==> config.mk <==
export PLATFORM = sky130hd
export DESIGN_NAME = intr_fifo_aggregator
export DESIGN_NICKNAME = d
export VERILOG_FILES = /design/src/rtl/intr_agg_pkg.sv /design/src/rtl/intr_group_reg.sv /design/src/rtl/intr_read_port.sv /design/src/rtl/intr_fifo_aggregator.sv
export SDC_FILE = /design/constraint.sdc
export NUM_CORES = 1
export LEC_CHECK = 0
export BUFFER_PORTS_ARGS = -buffer_cell sky130_fd_sc_hd__buf_4
export CORE_MARGIN = 4
export CORE_UTILIZATION = 52
export CTS_CLUSTER_DIAMETER = 40
export DETAILED_ROUTE_END_ITERATION = 7
export PLACE_DENSITY = 0.79
export SETUP_SLACK_MARGIN = 0.15
export SYNTH_ARGS = -nofsm -noshare
export SYNTH_HDL_FRONTEND = slang
export SYNTH_SLANG_ARGS = --single-unit
==> constraint.sdc <==
create_clock -name clk -period 2.4 [get_ports clk]
set_input_delay 0.48 -clock clk [delete_from_list [all_inputs] [get_ports clk]]
set_output_delay 0.48 -clock clk [all_outputs]
set_load 0.005 [all_outputs]
==> src/rtl/intr_agg_pkg.sv <==
package intr_agg_pkg;

    typedef enum logic [1:0] {
        RD_IDLE     = 2'd0,
        RD_SUMMARY  = 2'd1,
        RD_GROUP    = 2'd2,
        RD_UNMAPPED = 2'd3
    } rd_state_e;

endpackage

==> src/rtl/intr_group_reg.sv <==
module intr_group_reg #(
    parameter int FIFOS = 4,
    localparam int W    = 2 * FIFOS
) (
    input  logic             clk,
    input  logic             rst,
    input  logic [FIFOS-1:0] tx_evt,
    input  logic [FIFOS-1:0] rx_evt,
    input  logic             clr,
    output logic [W-1:0]     stat,
    output logic             pending
);

    logic [W-1:0] evt;

    // Interleave directions: even bit transmit, odd bit receive
    for (genvar k = 0; k < FIFOS; k++) begin : g_map
        assign evt[2*k]   = tx_evt[k];
        assign evt[2*k+1] = rx_evt[k];
    end

    always_ff @(posedge clk) begin
        if (rst) begin
            stat <= '0;
        end else if (clr) begin
            stat <= evt;
        end else begin
            stat <= stat | evt;
        end
    end

    assign pending = |stat;

    p_latch_r2: assert property (@(posedge clk) disable iff (rst)
        (evt != '0) |=> ((stat & $past(evt)) == $past(evt)));

    p_sticky_r3: assert property (@(posedge clk) disable iff (rst)
        !clr |=> ((stat & $past(stat)) == $past(stat)));

    p_clear_r6: assert property (@(posedge clk) disable iff (rst)
        (clr && evt == '0) |=> (stat == '0));

    p_keep_same_cycle_r7: assert property (@(posedge clk) disable iff (rst)
        (clr && evt != '0) |=> (stat == $past(evt)));

endmodule

==> src/rtl/intr_read_port.sv <==
module intr_read_port
    import intr_agg_pkg::*;
#(
    parameter int              NUM_GROUPS = 8,
    parameter int              DATA_W     = 8,
    parameter int              ADDR_W     = 8,
    parameter logic [ADDR_W-1:0] SUM_ADDR = 8'h10,
    parameter logic [ADDR_W-1:0] GRP_BASE = 8'h11
) (
    input  logic                         clk,
    input  logic                         rst,
    input  logic                         rd_stb,
    input  logic [ADDR_W-1:0]            rd_addr,
    input  logic [NUM_GROUPS*DATA_W-1:0] grp_stat,
    input  logic [NUM_GROUPS-1:0]        summary,
    output logic [NUM_GROUPS-1:0]        clr_vec,
    output logic [DATA_W-1:0]            rd_data,
    output logic                         rd_valid
);

    rd_state_e         state_q, state_d;
    logic [DATA_W-1:0] sum_word;
    logic [DATA_W-1:0] grp_word;
    logic [DATA_W-1:0] data_d;
    logic              hit_grp;

    // Summary zero-extended (or trimmed) to the data width
    for (genvar i = 0; i < DATA_W; i++) begin : g_sum
        if (i < NUM_GROUPS) begin : g_bit
            assign sum_word[i] = summary[i];
        end else begin : g_pad
            assign sum_word[i] = 1'b0;
        end
    end

    // Group address decode and data select
    always_comb begin
        hit_grp  = 1'b0;
        grp_word = '0;
        clr_vec  = '0;
        for (int g = 0; g < NUM_GROUPS; g++) begin
            if (rd_addr == GRP_BASE + ADDR_W'(g)) begin
                hit_grp    = 1'b1;
                grp_word   = grp_stat[g*DATA_W +: DATA_W];
                clr_vec[g] = rd_stb;
            end
        end
    end

    // Next state and registered data
    always_comb begin
        state_d = RD_IDLE;
        data_d  = '0;
        if (rd_stb) begin
            unique case (1'b1)
                (rd_addr == SUM_ADDR): begin
                    state_d = RD_SUMMARY;
                    data_d  = sum_word;
                end
                hit_grp: begin
                    state_d = RD_GROUP;
                    data_d  = grp_word;
                end
                default: begin
                    state_d = RD_UNMAPPED;
                    data_d  = '0;
                end
            endcase
        end
    end

    always_ff @(posedge clk) begin
        if (rst) begin
            state_q <= RD_IDLE;
            rd_data <= '0;
        end else begin
            state_q <= state_d;
            rd_data <= data_d;
        end
    end

    always_comb begin
        unique case (state_q)
            RD_IDLE:     rd_valid = 1'b0;
            RD_SUMMARY:  rd_valid = 1'b1;
            RD_GROUP:    rd_valid = 1'b1;
            RD_UNMAPPED: rd_valid = 1'b1;
            default:     rd_valid = 1'b0;
        endcase
    end

    p_valid_after_stb_r10: assert property (@(posedge clk) disable iff (rst)
        rd_stb |=> rd_valid);

    p_no_valid_idle_r10: assert property (@(posedge clk) disable iff (rst)
        !rd_stb |=> !rd_valid);

    p_unmapped_zero_r9: assert property (@(posedge clk) disable iff (rst)
        (rd_stb && rd_addr != SUM_ADDR && !hit_grp) |=> (rd_data == '0));

    p_clr_onehot_r6: assert property (@(posedge clk) disable iff (rst)
        $onehot0(clr_vec));

endmodule

==> src/rtl/intr_fifo_aggregator.sv <==
module intr_fifo_aggregator #(
    parameter int              NUM_GROUPS      = 8,
    parameter int              FIFOS_PER_GROUP = 4,
    parameter int              ADDR_W          = 8,
    parameter logic [ADDR_W-1:0] SUMMARY_ADDR  = 8'h10,
    parameter logic [ADDR_W-1:0] GROUP_BASE    = 8'h11,
    localparam int             NUM_FIFOS       = NUM_GROUPS * FIFOS_PER_GROUP,
    localparam int             DATA_W          = 2 * FIFOS_PER_GROUP
) (
    input  logic                 clk,
    input  logic                 rst,
    input  logic [NUM_FIFOS-1:0] tx_evt,
    input  logic [NUM_FIFOS-1:0] rx_evt,
    input  logic                 rd_stb,
    input  logic [ADDR_W-1:0]    rd_addr,
    output logic [DATA_W-1:0]    rd_data,
    output logic                 rd_valid,
    output logic                 irq
);

    logic [NUM_GROUPS*DATA_W-1:0] grp_stat;
    logic [NUM_GROUPS-1:0]        summary;
    logic [NUM_GROUPS-1:0]        clr_vec;

    for (genvar g = 0; g < NUM_GROUPS; g++) begin : g_grp
        intr_group_reg #(
            .FIFOS (FIFOS_PER_GROUP)
        ) grp_i (
            .clk     (clk),
            .rst     (rst),
            .tx_evt  (tx_evt[g*FIFOS_PER_GROUP +: FIFOS_PER_GROUP]),
            .rx_evt  (rx_evt[g*FIFOS_PER_GROUP +: FIFOS_PER_GROUP]),
            .clr     (clr_vec[g]),
            .stat    (grp_stat[g*DATA_W +: DATA_W]),
            .pending (summary[g])
        );
    end

    intr_read_port #(
        .NUM_GROUPS (NUM_GROUPS),
        .DATA_W     (DATA_W),
        .ADDR_W     (ADDR_W),
        .SUM_ADDR   (SUMMARY_ADDR),
        .GRP_BASE   (GROUP_BASE)
    ) rdp_i (
        .clk      (clk),
        .rst      (rst),
        .rd_stb   (rd_stb),
        .rd_addr  (rd_addr),
        .grp_stat (grp_stat),
        .summary  (summary),
        .clr_vec  (clr_vec),
        .rd_data  (rd_data),
        .rd_valid (rd_valid)
    );

    assign irq = |summary;

    p_summary_read_keeps_r5: assert property (@(posedge clk) disable iff (rst)
        (rd_stb && rd_addr == SUMMARY_ADDR)
            |=> ((grp_stat & $past(grp_stat)) == $past(grp_stat)));

    p_irq_after_event_r8: assert property (@(posedge clk) disable iff (rst)
        ((tx_evt | rx_evt) != '0) |=> irq);

endmodule

## Word-level counts from Yosys, hierarchy flattened

Index checks and enable logic that the tools add are counted.

- Register bits: 74
- Input port bits: 75
- Logic and storage cells: 78

- Eq/ne operators: 12
- Mux-type cells: 35
- Bitwise logic cells: 9
- Reductions and logical operators: 12

Operator list:

| cell | count |
|---|---|
| $mux W8 | 16 |
| $eq A8 B5 Y1 const B | 9 |
| $or A8 B8 Y8 | 8 |
| $reduce_or A64 Y1 | 1 |
| $reduce_or A8 Y1 | 8 |
| $mux W1 | 16 |
| $pmux W8 S2 | 1 |
| $eq A2 B2 Y1 const B | 2 |
| $pmux W2 S2 | 1 |
| $reduce_or A3 Y1 | 1 |
| $eq A2 B1 Y1 const B | 1 |
| $logic_not A2 Y1 | 1 |
| $pmux W1 S2 | 1 |
| $reduce_or A2 Y1 | 1 |
| $not A1 Y1 | 1 |

## Depth between registers and ports, before layout

Gate-level depths: netlist (run 1).

- Word-level depth: 10
- Mapped depth: 8
- Gate-level depth less buffers: 5

## Hierarchy

From an unflattened synthesis (run 1), not the netlist that was laid out.

- Cell total of the unflattened synthesis: 427
- Area, all modules: 3,522.1 um^2

By module, submodules not included:

| module | times used | cells an instance | area each (um^2) | sequential area each (um^2) |
|---|---|---|---|---|
| intr_group_reg | 8 | 36 | 300.3 | 160.2 |
| intr_read_port | 1 | 136 | 1,103.6 | 200.2 |
| intr_fifo_aggregator | 1 | 3 | 16.3 | 0.0 |

## Worst setup path after synthesis (run 1)

Ideal clock, no wire load.

- Path type: input-to-reg
- From: in rd_addr[5]
- To: reg g_grp[0].grp_i.stat[0]
- Library setup time: 0.128 ns
- Arrival: 1.866 ns
- Slack: 0.406 ns
- Stages on the path: 6
- Cell sequence: or4b_1 buf_2 nor4b_4 nand2_1 a21oi_1 nor2_1

- Cells in the longest elaborated chain, start to end: 3

RTL lines:

| item | RTL line | source |
|---|---|---|
| start: declaration | intr_fifo_aggregator.sv:15 | `input logic [ADDR_W-1:0] rd_addr,` |
| $eq A8 B5 Y1 | intr_read_port.sv:42 | `if (rd_addr == GRP_BASE + ADDR_W'(g)) begin` |
| $mux W1 | intr_read_port.sv:42 |  |
| $mux W8 | intr_group_reg.sv:25 | `end else if (clr) begin` |
| end signal: assignment | intr_group_reg.sv:26 | `stat <= evt;` |
| end signal: assignment | intr_group_reg.sv:28 | `stat <= stat \| evt;` |
| end: declaration | intr_group_reg.sv:10 | `output logic [W-1:0] stat,` |

No other way between the ends.
A chain may end at the register's enable or synchronous reset.

## Worst setup path in the final report (run 1)

- From: reg g_grp[4].grp_i.stat[7]
- To: out irq

- Cells in the longest elaborated chain, start to end: 1

RTL lines:

| item | RTL line | source |
|---|---|---|
| start: declaration | intr_group_reg.sv:10 |  |
| start signal: assignment | intr_group_reg.sv:26 |  |
| start signal: assignment | intr_group_reg.sv:28 |  |
| $reduce_or A64 Y1 | intr_fifo_aggregator.sv:57 | `assign irq = \|summary;` |
| end: declaration | intr_fifo_aggregator.sv:18 | `output logic irq` |

No other way between the ends.

==> results.json, run 1 <==
{
  "dieHeight_um": 85.9,
  "p_switching_w": 0.000696,
  "antenna_left": 0,
  "ctsHoldBuffers": 0,
  "netlist_instances": 377,
  "grt_pass1_wl_um": 14800,
  "areaGrowthSynthToFinish_pct": 33.3,
  "comb_power_share": 0.113,
  "num_vias": 3220,
  "async_flop_share": 0,
  "endpoint_kind": "primary output",
  "multi_input_area_um2": 1640,
  "slew_violations": 0,
  "period_needed_ns": 2.18,
  "r2r-start": "g_grp[1].grp_i.stat[7]$_SDFF_PP0_",
  "powerDensity_nw_per_um2": 714,
  "design.die.area_um2": 7380,
  "clkLatencyLatePin_ns": 0.35,
  "synth_seq_area_share": 0.469,
  "drv_cap": 0,
  "period_share": 0.906,
  "reg2reg_depth": 4,
  "cts_root_buf": "clkbuf_8",
  "io_buffers": 84,
  "coreArea_um2": 5920,
  "yosys.cell_types.count": 45,
  "pre_cts_ws_ns": 0.0357,
  "critPathSlowestCell": "dfxtp_1",
  "wirelength_um": 9460,
  "grt-ovfl-total": 0,
  "cp_cell_sequence": "nor4_2 -> nand2_2 -> nor4_4 -> nand4b_1 -> buf_4",
  "cts.clk_slew.worst_paths_ns": 0.08,
  "antenna_cells": 0,
  "synth_edf_count": 0,
  "clkPwrFrac": 0.426,
  "drive_gt1_frac": 0.288,
  "seqPwrFrac": 0.461,
  "critical_path.max_fanout": 3,
  "rr_endpoint": "rdp_i.rd_data[7]$_SDFF_PP0_",
  "tightest_slew_ns": 0.601,
  "critical_path_class": "register to primary output",
  "rows": 28,
  "syn_area_um2": 3160,
  "setup_violations": 0,
  "antenna_found_initial": 0,
  "startpoint": "g_grp[4].grp_i.stat[7]$_SDFF_PP0_",
  "netSwitchingFraction": 0.231,
  "drt_pass1_iterations": 5,
  "yosysWarningCount": 0,
  "reg2reg_slack_ns": 0.94,
  "grt_setup_unrepaired": "no",
  "seq_area_um2": 1490,
  "hold_ws_ns": 0.328,
  "fmax_mhz": 460,
  "layout_commonest_cell": "buf_4",
  "layout.nets": 536,
  "drtIter0Drc": 329,
  "grt_usage": 0.256,
  "max_slew_margin": 0.598,
  "critPathRequiredTime_ns": 1.92,
  "cp.arrival_ns": 1.70,
  "crit_path_start_kind": "register",
  "critical_path_cell_count": 5,
  "status": "completed",
  "numCtsBuffers": 9,
  "layout_common_cells": "buf_4, a21oi_1, nor2_1, dfxtp_1, nand2_1",
  "syn-num-nets": 452,
  "cp_top_family": "simple AND/OR/NAND/NOR gates",
  "setup_slack_ns": 0.225,
  "hpwl_um": 6960,
  "num-fill-cells": 466,
  "cts_tree": "done",
  "synth-seq-cells": 74,
  "crit_buf_inv": 1,
  "worst_ir_drop_vdd_uv": 639,
  "critPathMaxStageDelay_ns": 0.34,
  "drc": 0,
  "synth.avg_cell_area_um2": 8.38,
  "htree_levels": 3,
  "avgViaCountPerCell": 5.95,
  "wl_per_cell_um": 17.5,
  "min_path_type": "input pin to register",
  "die_w_um": 85.9,
  "leakagePower_nw": 1.76,
  "internal-power_w": 0.00231,
  "io_pins": 85,
  "timing.critical_path.to": "irq",
  "finalHoldViolations": 0,
  "gp_congestion": 0.890,
  "initial_utilization": 0.533,
  "grt_max_degree": 41,
  "ys.flop_type": "dfxtp_1",
  "clockBufferDepth": 2,
  "clock_sinks": 74,
  "tns_ns": 0,
  "grt_pass1_vias": 3031,
  "final.setup_skew_ns": 0.00630
}
flip-flops by register name, indices dropped and copies added (netlist names):
| signal | count |
|---|---|
| g_grp.grp_i.stat | 64 |
| rdp_i.rd_data | 8 |
| rdp_i.state_q | 2 |
worst reg2reg max path, cell delays in order (launching register included):
cell and delay, ns:
dfxtp_1 0.34, mux2_2 0.26, a221o_1 0.30, a31oi_1 0.31
o31ai_1 0.12
synth_stat cells (all sizes together) (2+ instances only):
library cell | instances | area (µm²)
a22o | 3 | 26.3
nor2 | 75 | 284
or4 | 2 | 15.0
nand4b | 2 | 17.5
o21ai | 7 | 35.0
nor4 | 15 | 93.8
a211oi | 2 | 15.0
a221o | 3 | 30.0
nand4 | 2 | 18.8
a32oi | 2 | 17.5
nand3 | 5 | 30.0
nor3 | 4 | 31.3
o31ai | 3 | 22.5
dfxtp | 74 | 1480
mux2 | 6 | 67.6
o22ai | 2 | 12.5
buf | 9 | 42.5
nand2 | 23 | 86.3
inv | 3 | 11.3
a221oi | 2 | 17.5
mux2i | 7 | 70.1
nor2b | 4 | 25.0
a22oi | 7 | 52.6
o221ai | 2 | 17.5
a21oi | 80 | 400
a31oi | 3 | 18.8
o211ai | 2 | 15.0
o311ai | 2 | 17.5
clkbuf | 13 | 48.8
nor4b | 4 | 65.1
metal layers:
metal | global-route usage | wire length, µm | vias up
met1 | 0.331 | 3940 | 1502
li1 | - | - | 1539
met2 | 0.417 | 4540 | 163
met4 | 0.104 | 162 | 0
met3 | 0.0500 | 820 | 16
met5 | 0 | 0 | -
worst min-delay path by stage:
stage	depth (start not counted)	startpoint	end
2_1_floorplan	2	g_grp[1].grp_i.stat[3]$_SDFF_PP0_	g_grp[1].grp_i.stat[3]$_SDFF_PP0_
3_3_place_gp	2	g_grp[2].grp_i.stat[4]$_SDFF_PP0_	g_grp[2].grp_i.stat[4]$_SDFF_PP0_
3_5_place_dp	2	g_grp[0].grp_i.stat[5]$_SDFF_PP0_	g_grp[0].grp_i.stat[5]$_SDFF_PP0_
4_1_cts	3	rx_evt[31]	g_grp[7].grp_i.stat[7]$_SDFF_PP0_
5_1_grt	3	tx_evt[14]	g_grp[3].grp_i.stat[4]$_SDFF_PP0_
6_report	3	tx_evt[4]	g_grp[1].grp_i.stat[0]$_SDFF_PP0_
metrics by stage:
stage,area [µm²],power [W],std cells,utilization
5_1_grt,4210,0.00312,541,0.711
3_3_place_gp,3860,0.00172,523,0.652
3_5_place_dp,3860,0.00173,523,0.652
2_1_floorplan,3160,0.00157,377,-
6_report,4210,0.00301,541,0.711
4_1_cts,4140,0.00301,539,0.700
cell families after synthesis:
| group | synth area share |
|---|---|
| buffers and inverters | 0.0325 |
| AO/OA/AOI/OAI | 0.229 |
| flip-flops | 0.469 |
| multiplexers | 0.0436 |
| AND/OR/NAND/NOR | 0.226 |
what timing repair did:
action | 4_1_cts | 5_1_grt
setup endpoints to repair | 1 | 1
resized for setup | 3 | 10
setup buffers | 0 | 2
pin swaps | 0 | 8
final cells by class:
| cell class | count | area share |
|---|---|---|
| Multi-Input combinational cell | 278 | 0.390 |
| Inverter | 3 | 0.00267 |
| Sequential cell | 74 | 0.353 |
| Clock buffer | 11 | 0.0336 |
| Timing Repair Buffer | 95 | 0.169 |
| Tap cell | 75 | 0.0223 |
| Clock inverter | 5 | 0.0297 |
power groups by stage:
stage / logic, W / registers [W] / clock network, W
2_1_floorplan: 0.000187 / 0.00138 / 0
3_3_place_gp: 0.000318 / 0.00140 / 0
3_5_place_dp: 0.000327 / 0.00140 / 0
4_1_cts: 0.000331 / 0.00138 / 0.00130
5_1_grt: 0.000373 / 0.00140 / 0.00135
6_report: 0.000340 / 0.00139 / 0.00128
Note: power is estimated with default switching activity, not from simulation.
==> run 2: changes to the inputs <==
CORE_UTILIZATION = 47   (was 52)
PLACE_DENSITY = 0.75   (was 0.79)
clock period = 2 ns   (was 2.4 ns; I/O delays follow)
==> run 2 against run 1 <==
The run now ends with setup timing left. Wire length decreased by 6.8%. Clock power decreased by 14%. Critical path depth did not move. Register-to-register slack got worse by 0.36 ns. Non-clock buffer count increased by 8. Clock-buffer cell count decreased by 1. Worst setup slack got worse by 0.38 ns. Clock skew shrank 0.00092 ns. Sequential cell count is the same. Critical path type unchanged.
==> results.json, run 2 (same netlist as run 1, synthesis figures left out) <==
{
  "status": "complete, but fails checks",
  "violations": "setup timing",
  "coreArea_um2": 6420,
  "grt_setup_unrepaired": "yes",
  "rows": 29,
  "antenna_found_initial": 0,
  "critPathRequiredTime_ns": 1.60,
  "avgViaCountPerCell": 5.77,
  "wirelength_um": 8820,
  "htree_levels": 3,
  "io_pins": 85,
  "finalHoldViolations": 0,
  "finalNonFillerCells": 550,
  "critPathSlowestCell": "dfxtp_1",
  "grt_pass1_wl_um": 14700,
  "top_register": "g_grp.grp_i.stat",
  "clockBufferDepth": 2,
  "tightest_slew_ns": 0.623,
  "hold_ws_ns": 0.249,
  "critical_path_class": "register to primary output",
  "drv_cap": 0,
  "final.setup_skew_ns": 0.00538,
  "gp_congestion": 0.970,
  "wl_per_cell_um": 16.0,
  "numCtsBuffers": 9,
  "clkLatencyLatePin_ns": 0.35,
  "crit_path_start_kind": "register",
  "cts_tree": "done",
  "utilization": 0.652,
  "clock_sinks": 74,
  "critPathMaxStageDelay_ns": 0.33,
  "cts.clk_slew.worst_paths_ns": 0.08,
  "drt_pass1_iterations": 5,
  "slew_violations": 0,
  "max_slew_margin": 0.585,
  "powerDensity_nw_per_um2": 755,
  "worst_ir_drop_vdd_uv": 698,
  "period_share": 1.08,
  "cts_root_buf": "clkbuf_8",
  "min_path_type": "input pin to register",
  "reg_top3": "g_grp.grp_i.stat (64), rdp_i.rd_data (8), rdp_i.state_q (2)",
  "layout.nets": 544,
  "layout_common_cells": "buf_4, a21oi_1, nor2_1, dfxtp_1, nand2_1",
  "dieHeight_um": 90.0,
  "largest_reg_flops": 64,
  "period_needed_ns": 2.15,
  "dp.cells": 528,
  "die_w_um": 90.0,
  "endpoint_kind": "primary output",
  "grt_pass1_vias": 3042,
  "layout_commonest_cell": "buf_4",
  "ctsHoldBuffers": 0,
  "drtIter0Drc": 212,
  "cp_top_family": "simple AND/OR/NAND/NOR gates",
  "leakagePower_nw": 1.74,
  "setup_slack_ns": -0.153,
  "cp_cell_sequence": "nor4_1 -> nand2_1 -> nor4_2 -> nand4b_1 -> buf_4",
  "num_vias": 3175,
  "setup_violations": 1,
  "design.die.area_um2": 8090,
  "fmax_mhz": 464,
  "crit_buf_inv": 1,
  "grt-ovfl-total": 0,
  "areaGrowthSynthToFinish_pct": 32.7,
  "critical_path.max_fanout": 3,
  "hpwl_um": 6630,
  "grt_usage": 0.221,
  "io_buffers": 84,
  "drc": 0,
  "antenna_left": 0,
  "grt_max_degree": 65,
  "cp.arrival_ns": 1.75,
  "initial_utilization": 0.492,
  "drive_gt1_frac": 0.313,
  "num-fill-cells": 558,
  "antenna_cells": 0
}
[run 2: cell types whose count changed in the layout (fill, tap and decap cells not counted), sizes merged]
| cell | before | now |
|---|---|---|
| bufinv | 4 | 1 |
| clkbuf | 11 | 10 |
| buf | 95 | 103 |
| clkinv | 1 | 3 |
| clkinvlp | 0 | 1 |
[run 2: tightest hold or removal path, cell delays in order]
cell     delay (ns)
buf_4          0.08
a21oi_1        0.03
nor2_1         0.06
[run 2: stage by stage]
stage               setup WS (ns)  TNS (ns)  power (W)  instance area (µm²)
floorplan                   0.123         0    0.00188                 3170
global placement           -0.159    -0.485    0.00206                 3890
detailed placement         -0.154     -1.39    0.00207                 3890
global route               -0.188    -0.188    0.00330                 4190
finish                     -0.153    -0.153    0.00317                 4190
CTS                       -0.0946   -0.0946    0.00318                 4150
[run 2: routing by layer]
| layer | track usage | up-vias | share of wire |
|---|---|---|---|
| li1 | - | 1555 | - |
| met1 | 0.295 | 1469 | 0.44 |
| met2 | 0.352 | 136 | 0.47 |
| met3 | 0.0451 | 15 | 0.076 |
| met4 | 0.0906 | 0 | 0.020 |
| met5 | 0 | - | 0 |
[run 2: worst paths after layout]
path	end	from	cells past startpoint	slack [ns]
worst min-delay path	g_grp[2].grp_i.stat[2]$_SDFF_PP0_	tx_evt[9]	3	0.25
worst max-delay path	irq	g_grp[3].grp_i.stat[2]$_SDFF_PP0_	5	-0.15
worst max register to register	rdp_i.rd_data[5]$_SDFF_PP0_	g_grp[1].grp_i.stat[5]$_SDFF_PP0_	6	0.58
worst min register to register	g_grp[3].grp_i.stat[3]$_SDFF_PP0_	g_grp[3].grp_i.stat[3]$_SDFF_PP0_	2	0.51
[run 2: final cells by class]
cell class	instances	area [µm²]	area share
clock inverters	5	56.3	0.0134
inverters	3	11.3	0.00269
clock buffers	10	128	0.0305
well taps	77	96.3	0.0230
multi-input cells	278	1640	0.391
flip-flops and latches	74	1490	0.355
repair buffers	103	773	0.185
[run 2: what timing repair did]
item / in CTS / in global routing
setup buffers: 5 / 2
resized for setup: 9 / 6
pin swaps: 7 / 8
setup endpoints to repair: 1 / 2
[run 2: report_power, final]
part	internal, W	switching (W)	leakage [nW]	total, W
combinational	0.000223	0.000186	1.03	0.000409
clock	0.000567	0.000530	0.0921	0.00110
sequential	0.00157	0.0000887	0.619	0.00166
total	0.00236	0.000805	1.74	0.00317
